**src/rtl/seg_link_pkg.sv**
```systemverilog
package seg_link_pkg;

  typedef enum logic [2:0] {
    ST_CODE,
    ST_ADDR,
    ST_RD,
    ST_WR,
    ST_RMW_RD,
    ST_CMD,
    ST_SKIP
  } frame_st_t;

  localparam logic [2:0] CODE_READ  = 3'b110;
  localparam logic [2:0] CODE_WRITE = 3'b101;
  localparam logic [2:0] CODE_CMD   = 3'b100;

endpackage

```
**src/rtl/seg_strobe_sync.sv**
```systemverilog
module seg_strobe_sync #(
  parameter int W      = 4,
  parameter int STAGES = 2
) (
  input  logic         clk,
  input  logic         rst,
  input  logic [W-1:0] d_in,
  output logic [W-1:0] d_out
);

  for (genvar g = 0; g < W; g++) begin : g_bit
    logic [STAGES-1:0] sh;
    always_ff @(posedge clk) begin
      if (rst) sh <= '1;
      else     sh <= {sh[STAGES-2:0], d_in[g]};
    end
    assign d_out[g] = sh[STAGES-1];
  end

endmodule

```
**src/rtl/seg_nibble_ram.sv**
```systemverilog
module seg_nibble_ram #(
  parameter int AW = 8,
  parameter int DW = 4
) (
  input  logic          clk,
  input  logic          we,
  input  logic [AW-1:0] waddr,
  input  logic [DW-1:0] wdata,
  input  logic [AW-1:0] raddr,
  output logic [DW-1:0] rdata
);

  localparam int DEPTH = 1 << AW;

  logic [DW-1:0] mem [DEPTH];

  always_ff @(posedge clk) begin
    if (we) mem[waddr] <= wdata;
    rdata <= mem[raddr];
  end

endmodule

```
**src/rtl/seg_frame_ctrl.sv**
```systemverilog
module seg_frame_ctrl
  import seg_link_pkg::*;
#(
  parameter int AW  = 8,
  parameter int DW  = 4,
  parameter int IDW = 3,
  parameter int CW  = 8
) (
  input  logic          clk,
  input  logic          rst,
  input  logic          cs_s,
  input  logic          wr_s,
  input  logic          rd_s,
  input  logic          dat_s,
  input  logic [DW-1:0] rdata,
  output logic [AW-1:0] addr,
  output logic          we,
  output logic [AW-1:0] waddr,
  output logic [DW-1:0] wdata,
  output logic          dat_o,
  output logic          dat_oe,
  output logic          cmd_valid,
  output logic [CW-1:0] cmd_code
);

  localparam int MAXB0 = (CW + 1 > AW) ? CW + 1 : AW;
  localparam int MAXB  = (MAXB0 > IDW) ? MAXB0 : IDW;
  localparam int CNTW  = $clog2(MAXB + 1);
  localparam int NIW   = $clog2(DW);
  localparam logic [CNTW-1:0] CODE_LAST = CNTW'(IDW - 1);
  localparam logic [CNTW-1:0] ADDR_LAST = CNTW'(AW - 1);
  localparam logic [CNTW-1:0] NIB_LAST  = CNTW'(DW - 1);
  localparam logic [CNTW-1:0] CMD_BITS  = CNTW'(CW);

  frame_st_t       st;
  logic [CNTW-1:0] cnt;
  logic [IDW-1:0]  code_sh;
  logic [CW-1:0]   cmd_sh;
  logic [DW-1:0]   nib;
  logic            is_read;
  logic            wr_q, rd_q;
  logic            wr_rise, rd_rise;
  logic [IDW-1:0]  code_now;

  always_ff @(posedge clk) begin
    if (rst) begin
      wr_q <= 1'b1;
      rd_q <= 1'b1;
    end else begin
      wr_q <= wr_s;
      rd_q <= rd_s;
    end
  end

  assign wr_rise  = wr_s & ~wr_q;
  assign rd_rise  = rd_s & ~rd_q;
  assign code_now = {code_sh[IDW-2:0], dat_s};

  always_ff @(posedge clk) begin
    if (rst || cs_s) begin
      st        <= ST_CODE;
      cnt       <= '0;
      code_sh   <= '0;
      cmd_sh    <= '0;
      nib       <= '0;
      is_read   <= 1'b0;
      we        <= 1'b0;
      cmd_valid <= 1'b0;
      dat_oe    <= 1'b0;
      dat_o     <= 1'b0;
      if (rst) begin
        addr     <= '0;
        waddr    <= '0;
        wdata    <= '0;
        cmd_code <= '0;
      end
    end else begin
      we        <= 1'b0;
      cmd_valid <= 1'b0;
      case (st)
        ST_CODE: if (wr_rise) begin
          code_sh <= code_now;
          if (cnt == CODE_LAST) begin
            cnt     <= '0;
            is_read <= (code_now == CODE_READ);
            if (code_now == CODE_READ || code_now == CODE_WRITE) st <= ST_ADDR;
            else if (code_now == CODE_CMD)                        st <= ST_CMD;
            else                                                  st <= ST_SKIP;
          end else begin
            cnt <= cnt + 1'b1;
          end
        end
        ST_ADDR: if (wr_rise) begin
          addr <= {addr[AW-2:0], dat_s};
          if (cnt == ADDR_LAST) begin
            cnt    <= '0;
            st     <= is_read ? ST_RD : ST_WR;
            dat_oe <= is_read;
          end else begin
            cnt <= cnt + 1'b1;
          end
        end
        ST_RD: if (rd_rise) begin
          dat_o <= rdata[cnt[NIW-1:0]];
          if (cnt == NIB_LAST) begin
            cnt  <= '0;
            addr <= addr + 1'b1;
          end else begin
            cnt <= cnt + 1'b1;
          end
        end
        ST_WR: begin
          if (wr_rise) begin
            nib[cnt[NIW-1:0]] <= dat_s;
            if (cnt == NIB_LAST) begin
              cnt   <= '0;
              we    <= 1'b1;
              waddr <= addr;
              wdata <= {dat_s, nib[DW-2:0]};
              addr  <= addr + 1'b1;
            end else begin
              cnt <= cnt + 1'b1;
            end
          end else if (rd_rise && cnt == '0) begin
            st     <= ST_RMW_RD;
            dat_oe <= 1'b1;
            dat_o  <= rdata[0];
            cnt    <= CNTW'(1);
          end
        end
        ST_RMW_RD: begin
          if (wr_rise) begin
            st     <= ST_WR;
            dat_oe <= 1'b0;
            nib[0] <= dat_s;
            cnt    <= CNTW'(1);
          end else if (rd_rise) begin
            dat_o <= rdata[cnt[NIW-1:0]];
            cnt   <= (cnt == NIB_LAST) ? '0 : cnt + 1'b1;
          end
        end
        ST_CMD: if (wr_rise) begin
          if (cnt < CMD_BITS) begin
            cmd_sh <= {cmd_sh[CW-2:0], dat_s};
            cnt    <= cnt + 1'b1;
          end else begin
            cmd_valid <= 1'b1;
            cmd_code  <= cmd_sh;
            cnt       <= '0;
          end
        end
        default: ;
      endcase
    end
  end

  AST_WE_SINGLE: assert property (@(posedge clk) disable iff (rst) we |=> !we) else $error("we longer than one clock");
  AST_CMD_SINGLE: assert property (@(posedge clk) disable iff (rst) cmd_valid |=> !cmd_valid) else $error("cmd pulse too long");
  AST_WE_ADDR_STEP: assert property (@(posedge clk) disable iff (rst) we |-> addr == AW'(waddr + 1'b1)) else $error("address did not step");
  AST_OE_CS_IDLE: assert property (@(posedge clk) disable iff (rst) $past(cs_s) |-> !dat_oe) else $error("driving while idle");
  AST_NO_WE_CS_IDLE: assert property (@(posedge clk) disable iff (rst) $past(cs_s) |-> !we) else $error("write while idle");
  AST_NO_CMD_CS_IDLE: assert property (@(posedge clk) disable iff (rst) $past(cs_s) |-> !cmd_valid) else $error("command while idle");

endmodule

```
**src/rtl/seg_ram_link.sv**
```systemverilog
module seg_ram_link #(
  parameter int AW          = 8,
  parameter int DW          = 4,
  parameter int CW          = 8,
  parameter int SYNC_STAGES = 2
) (
  input  logic          clk,
  input  logic          rst,
  input  logic          cs_n,
  input  logic          wr_n,
  input  logic          rd_n,
  input  logic          dat_i,
  output logic          dat_o,
  output logic          dat_oe,
  output logic          cmd_valid,
  output logic [CW-1:0] cmd_code,
  output logic          ram_we,
  output logic [AW-1:0] ram_waddr,
  output logic [DW-1:0] ram_wdata
);

  localparam int NPIN = 4;

  logic [NPIN-1:0] pins_s;
  logic [AW-1:0]   rd_addr;
  logic [DW-1:0]   rd_data;

  seg_strobe_sync #(.W(NPIN), .STAGES(SYNC_STAGES)) i_sync (
    .clk   (clk),
    .rst   (rst),
    .d_in  ({dat_i, rd_n, wr_n, cs_n}),
    .d_out (pins_s)
  );

  seg_frame_ctrl #(.AW(AW), .DW(DW), .IDW(3), .CW(CW)) i_ctrl (
    .clk       (clk),
    .rst       (rst),
    .cs_s      (pins_s[0]),
    .wr_s      (pins_s[1]),
    .rd_s      (pins_s[2]),
    .dat_s     (pins_s[3]),
    .rdata     (rd_data),
    .addr      (rd_addr),
    .we        (ram_we),
    .waddr     (ram_waddr),
    .wdata     (ram_wdata),
    .dat_o     (dat_o),
    .dat_oe    (dat_oe),
    .cmd_valid (cmd_valid),
    .cmd_code  (cmd_code)
  );

  seg_nibble_ram #(.AW(AW), .DW(DW)) i_ram (
    .clk   (clk),
    .we    (ram_we),
    .waddr (ram_waddr),
    .wdata (ram_wdata),
    .raddr (rd_addr),
    .rdata (rd_data)
  );

endmodule

```
**config.mk**
```make
export PLATFORM = sky130hd
export DESIGN_NAME = seg_ram_link
export DESIGN_NICKNAME = d
export VERILOG_FILES = /design/src/rtl/seg_link_pkg.sv /design/src/rtl/seg_strobe_sync.sv /design/src/rtl/seg_nibble_ram.sv /design/src/rtl/seg_frame_ctrl.sv /design/src/rtl/seg_ram_link.sv
export SDC_FILE = /design/constraint.sdc
export NUM_CORES = 1
export LEC_CHECK = 0
export ABC_CLOCK_PERIOD_IN_PS = 7570
export BUFFER_PORTS_ARGS = -buffer_cell sky130_fd_sc_hd__buf_2
export CAP_MARGIN = 20
export CORE_UTILIZATION = 50
export CTS_BUF_LIST = sky130_fd_sc_hd__clkbuf_4 sky130_fd_sc_hd__clkbuf_8
export CTS_CLUSTER_DIAMETER = 60
export CTS_CLUSTER_SIZE = 10
export DETAILED_ROUTE_END_ITERATION = 6
export PLACE_DENSITY = 0.65
export SYNTH_ARGS = -nofsm -noshare
export SYNTH_HDL_FRONTEND = slang
export SYNTH_SLANG_ARGS = --single-unit
```
**constraint.sdc**
```tcl
create_clock -name clk -period 7.57 [get_ports clk]
set_input_delay 0.3785 -clock clk [delete_from_list [all_inputs] [get_ports clk]]
set_output_delay 0.3785 -clock clk [all_outputs]
set_load 0.02 [all_outputs]
```
---- Yosys cells after proc, flatten, opt, wreduce, memory -nomap -nowiden ----
Memory sizes are Yosys's and may differ from the RTL's. A register that Yosys moved wholly into a read port is not among the register bits.
Index checks and enable logic that the tools add are counted.
operators by class
  add/subtract/negate cells ............... 2
  multipliers ............................. 0
  div/mod/pow operators ................... 0
  $lt $le $gt $ge ......................... 3
  eq/ne operators ......................... 27
  shift-type cells ........................ 0
  muxes and demuxes ....................... 66
  bitwise operators ....................... 7
  reductions and logical operators ........ 30
operator list
  kind                   count
  $mux W8                14
  $mux W4                16
  $mux W3                8
  $pmux W4 S6            1
  $pmux W8 S3            1
  $mux W1                18
  $ne A2 B1 Y1 const B   9
  $eq A3 B3 Y1 const B   5
  $ne A3 B1 Y1 const B   4
  $pmux W3 S4            1
  $reduce_and A4 Y1      3
  $reduce_and A5 Y1      2
  $reduce_bool A2 Y1     5
  $reduce_and A3 Y1      3
  $add A8 B1 Y8 const B  1
  $eq A4 B2 Y1 const B   2
  $reduce_and A8 Y1      1
  $reduce_bool A4 Y1     2
  $eq A3 B2 Y1 const B   2
  $ne A2 B2 Y1 const B   3
  $pmux W1 S3            2
  $reduce_and A6 Y1      1
  $reduce_bool A3 Y1     2
  $reduce_bool A6 Y1     1
  19 further kinds       28
storage, ports and cells
  register bits ........................... 64
  latch bits .............................. 0
  RAM bits ................................ 1,024
  bits in read-only memories .............. 0
  input port bits ......................... 6
  word-level logic and storage cells ...... 157
  memories ................................ 1
memories
  memory     words  width  rd ports  clocked after Yosys merged registers in  wr ports  line                  source
  i_ram.mem  256    4      1         1                                        1         seg_nibble_ram.sv:15  logic [DW-1:0] mem [DEPTH];

---- Longest topological paths before layout ----
  word-level depth ........................ 7
  gate-level depth with buffers ........... 12

---- Hierarchy ----
A second synthesis with hierarchy kept.
second synthesis, totals
  cell total of the unflattened synthesis .. 2,377
  area, all modules ....................... 43,833.3 um^2
modules (own cells, without submodules)
  module           instances  cells each  area an instance (um^2)
  seg_nibble_ram   1          2,051       40,675.3
  seg_frame_ctrl   1          306         2,917.8
  seg_strobe_sync  1          20          240.2

---- Worst setup path before layout ----
Ideal clock, no wire load.
  path type ............................... reg2reg
  start ................................... register i_ctrl.wdata[0]
  end ..................................... memory i_ram.mem[0][0] (data pin)
  library setup time ...................... 843 ps
  data arrival time ....................... 3,349 ps
  setup slack ............................. 3,378 ps
  stages on the path, launching flop included .. 1
  path buffers ............................ 0
  cell sequence ........................... edfxtp_1
RTL lines
  item                      line                   source
  start: declaration        seg_frame_ctrl.sv:19   output logic [DW-1:0] wdata,
  start signal: assignment  seg_frame_ctrl.sv:119  wdata <= {dat_s, nib[DW-2:0]};
  end: declaration          seg_nibble_ram.sv:15
Straight into the memory's write port.

==> flow_metrics.py <==
metrics = {
    "drt": {
        "routed_wire_per_std_cell_um": 29.07,
        "detail_route.vias_per_cell": 6.290,
        "pre_antenna_drt_iters": 6,
        "met1_wire_length_mm": 42.82,
        "drt-total-wl_mm": 105.4,
        "met2_wirelength_mm": 51.62,
        "drc_marker_count_from_the_first_detailed_route_iteration": 2686,
        "drc_violations": 0,
        "highest_layer": "met4",
        "dr_total_vias": 22802,
        "met3RoutedLength_mm": 7.934,
        "number_of_nets_with_antenna_violations_after_routing": 0,
    },
    "floorplanning": {
        "row_count": 107,
        "floorplan.initialDensity_pct": 50.86,
        "die_h_um": 297.2,
        "top_level_ports": 30,
        "chipWidth_um": 297.2,
        "core_area_sq_um": 85680,
        "design.die.area_sq_um": 88340,
    },
    "power": {
        "powerDensity_nw_per_um2": 227.5,
        "internal_power_uw": 8390,
        "combinational_share_of_power_pct": 4.1,
        "leakagePower_uw": 0.01429,
        "sequentialPowerShare_pct": 62.0,
        "clockPowerShare_pct": 33.9,
        "power.net_switching_uw": 2265,
        "switching_share_pct": 21.26,
        "p_total_uw": 10650,
        "ir_worst_vdd_mv": 0.1539,
    },
    "sta": {
        "hold_viol_final": 0,
        "fin_worst_skew_ns": 0.06436,
        "period_minus_slack_ns": 4.244,
        "timing_max_transition_violations_final": 0,
        "rsz0062_at_grt": "no",
        "max_slew.worst_pin.slew_ns": 1.198,
        "hold_slack_ns": 0.4128,
        "finalSetupTns_ns": 0,
        "setup_viol": 0,
        "relSlewSlack_pct": 19.89,
        "final.period_utilization_pct": 56.06,
        "timing.fmax_ghz": 0.2356,
    },
    "synth": {
        "synth-warning-count": 0,
        "synth_nets": 2408,
        "synth_area_leader_cell": "edfxtp_1",
        "post_synth_instance_area_sq_um": 43580,
        "synth_seq_area_share_pct": 74.29,
        "synth-edff-count": 1052,
        "synth_ff_type": "edfxtp_1",
        "async_flop_share_pct": 0,
        "synthTopCellsByCount": "edfxtp_1 (1052), nor2_1 (313), mux4_2 (206), mux2i_1 (114), clkbuf_1 (99)",
        "synth.most_common_cell": "edfxtp_1",
        "netlist-cell-type-count": 65,
        "synth_area_per_cell_sq_um": 18.19,
        "synthTopCellsByArea": "edfxtp_1 (72%), mux4_2 (11%), nor2_1 (2.7%)",
        "synthesis.instances": 2396,
        "synth_seq_cells": 1091,
        "synth_largest_type_area_fraction_pct": 72.49,
    },
    "worst_setup_path": {
        "crit_required_ns": 8.23,
        "cpLargestDelayFamily": "buffers and inverters",
        "timing.critical_path.from_type": "flop",
        "critical_path.max_stage_delay_ns": 0.73,
        "crit_path_cell_trace": "buf_4 > buf_12 > buf_4 > mux4_2 > mux2i_1 > o21ai_0 > o31ai_1 > a221oi_1",
        "cp.buffers_inverters": 3,
        "worst-endpoint-arrival_ns": 4.90,
        "worst-path-max-fanout": 102,
        "rr_startpoint": "i_ctrl.addr[1]$_SDFFCE_PP0P_",
        "slack_of_the_worst_reg_to_reg_path_ns": 3.33,
        "timing.reg2reg.worst_path_depth": 8,
        "worst_setup_path_end_kind": "flop",
        "critical_path_class": "reg2reg",
        "cpMaxStageDelayCell": "buf_4",
        "rr_endpoint": "i_ram.rdata[1]$_DFF_P_",
        "crit_path_frequent_cell": "buf_4",
    },
    "hold_path": {
        "worst_hold_path.num_cells": 1,
        "whs_endpoint": "i_sync.g_bit[3].sh[1]$_SDFF_PP1_",
        "hold_path.startpoint": "i_sync.g_bit[3].sh[0]$_SDFF_PP1_",
        "worst_hold_class": "reg2reg",
    },
    "cells_and_area": {
        "area_delta_synth_final_pct": 7.459,
        "n_fill_cell": 6603,
        "multi_input_comb_area_sq_um": 10340,
        "layout.nets": 2458,
        "layout.area.seq_sq_um": 32370,
        "drive_above_1_share_pct": 18.89,
        "stdcell_count": 3625,
    },
    "clock_network": {
        "clock_tree.htree_level_count": 3,
        "clk_pin_slew_worst_paths_ns": 0.08,
        "clock_tree_from_tritoncts": "yes",
        "cts.sink_count": 1091,
        "postCtsResizedCells": 0,
        "clk_root_buffer_cell": "clkbuf_8",
        "numCtsBuffers": 120,
        "clock_tree.buffer_depth": 3,
        "clkLatencyLatePin_ns": 0.80,
    },
    "placement": {
        "placed_cells_incl_taps": 3459,
        "finalWeightedCongestion": 0.8434,
        "detail_placement_hpwl_mm": 63.24,
        "port_buffers": 29,
    },
    "outcome": {
        "status": "complete, no violations",
    },
    "grt": {
        "number_of_global_route_vias_before_repair": 23274,
        "first_pass_grt_wire_length_mm": 156.4,
        "grt_start_max_net_pins": 203,
        "global_route.overflow_total": 0,
        "initial_antenna_violation_count": 4,
        "grtUsageTotal_pct": 24.13,
    },
    "flow_run": {
        "cap_viol_max_count": 0,
    },
}
layer usage:
layer	global-route usage, %	vias up
li1	-	9677
met1	33.51	11919
met2	39.31	1031
met3	4.360	175
met4	7.020	0
met5	0	-
registers in the layout, summed over array words and instances (netlist names):
register / flops
i_ram.mem: 1024
i_ctrl.addr: 8
i_ctrl.cmd_code: 8
i_ctrl.cmd_sh: 8
i_ctrl.waddr: 8
i_sync.g_bit.sh: 8
i_ctrl.cnt: 4
i_ctrl.wdata: 4
i_ram.rdata: 4
i_ctrl.nib: 3
i_ctrl.st: 3
i_ctrl.code_sh: 2
i_ctrl.cmd_valid: 1
i_ctrl.dat_o: 1
i_ctrl.dat_oe: 1
i_ctrl.is_read: 1
i_ctrl.rd_q: 1
i_ctrl.we: 1
i_ctrl.wr_q: 1
timing repair:
action	in CTS	in global routing
buffers inserted	0	0
hold buffers	9	0
hold endpoints to repair	11	0
per-stage QoR:
| stage | cell area, sq um | utilization, % | setup WS [ns] |
|---|---|---|---|
| 6_report | 46830 | 54.65 | 3.326 |
| 5_1_grt | 46820 | 54.65 | 3.137 |
| 4_1_cts | 46820 | 54.64 | 3.215 |
| 3_5_place_dp | 44740 | 52.22 | 3.217 |
| 3_3_place_gp | 44730 | 52.21 | 3.323 |
| 2_1_floorplan | 43580 | - | 3.378 |
how the worst max path moves through the flow:
stage / start / end / cells after the start / slack (ns)
floorplan: i_ctrl.wdata[0]$_SDFFCE_PP0P_ / i_ram.mem[0][0]$_DFFE_PP_ / 0 / 3.38
global route: i_ctrl.addr[0]$_SDFFCE_PP0P_ / i_ram.rdata[2]$_DFF_P_ / 9 / 3.14
finish: i_ctrl.addr[1]$_SDFFCE_PP0P_ / i_ram.rdata[1]$_DFF_P_ / 8 / 3.33
detailed placement: i_ctrl.addr[1]$_SDFFCE_PP0P_ / i_ram.rdata[1]$_DFF_P_ / 8 / 3.22
CTS: i_ctrl.addr[1]$_SDFFCE_PP0P_ / i_ram.rdata[1]$_DFF_P_ / 8 / 3.21
global placement: i_ctrl.addr[1]$_SDFFCE_PP0P_ / i_ram.rdata[1]$_DFF_P_ / 8 / 3.32
layout by cell type (no fill, tap or decap), drive strengths merged, types with 9 or more instances in the layout:
cell type,netlist,layout
nor3,16,16
o21ai,28,28
o22ai,15,15
nand2,61,61
nor2,313,313
dlygate4sd3,0,9
inv,9,11
a21oi,67,67
nor2b,17,17
nand3,39,39
mux4,210,210
a211oi,15,15
clkbuf,99,146
nand4,11,11
edfxtp,1052,1052
dfxtp,39,39
mux2i,114,114
and2,21,21
a221oi,23,23
a211o,10,10
a22oi,40,40
or2,12,12
buf,58,76
a31oi,12,12
o221ai,22,22
kinds of logic after synthesis:
| group | Yosys count | share of synthesized area, % |
|---|---|---|
| xor gates and xnor gates | 4 | 0.08041 |
| muxes | 330 | 13.66 |
| DFF | 1091 | 74.29 |
| adders and majority gates | 6 | 0.1723 |
| AOI/OAI and AO/OA | 287 | 4.637 |
| and+or+nand+nor | 510 | 5.045 |
| buffers and inverters | 168 | 2.119 |
power groups by stage:
stage               clock network, uW  logic [uW]  registers, uW
finish                           3610         435           6610
global route                     3890         460           6610
CTS                              3660         437           6610
detailed placement                  0         433           6740
global placement                    0         426           6740
floorplan                           0         269           6770
worst register-to-register path, cell delays in order, from the launching register on:
cell      delay [ns]
edfxtp_1        0.34
buf_4           0.63
buf_12          0.48
buf_4           0.75
mux4_2          0.47
mux2i_1         0.27
o21ai_0         0.24
o31ai_1         0.73
a221oi_1        0.20
layout make-up:
type | instances | area share, %
sequential | 1091 | 69.13
multi-input combinational | 1137 | 22.07
clock buffer | 146 | 3.997
tap | 1144 | 3.057
timing repair buffer | 85 | 1.389
clock inverter | 8 | 0.2512
inverter | 11 | 0.08817
antenna | 3 | 0.01603
(Power assumes the default switching activity.)
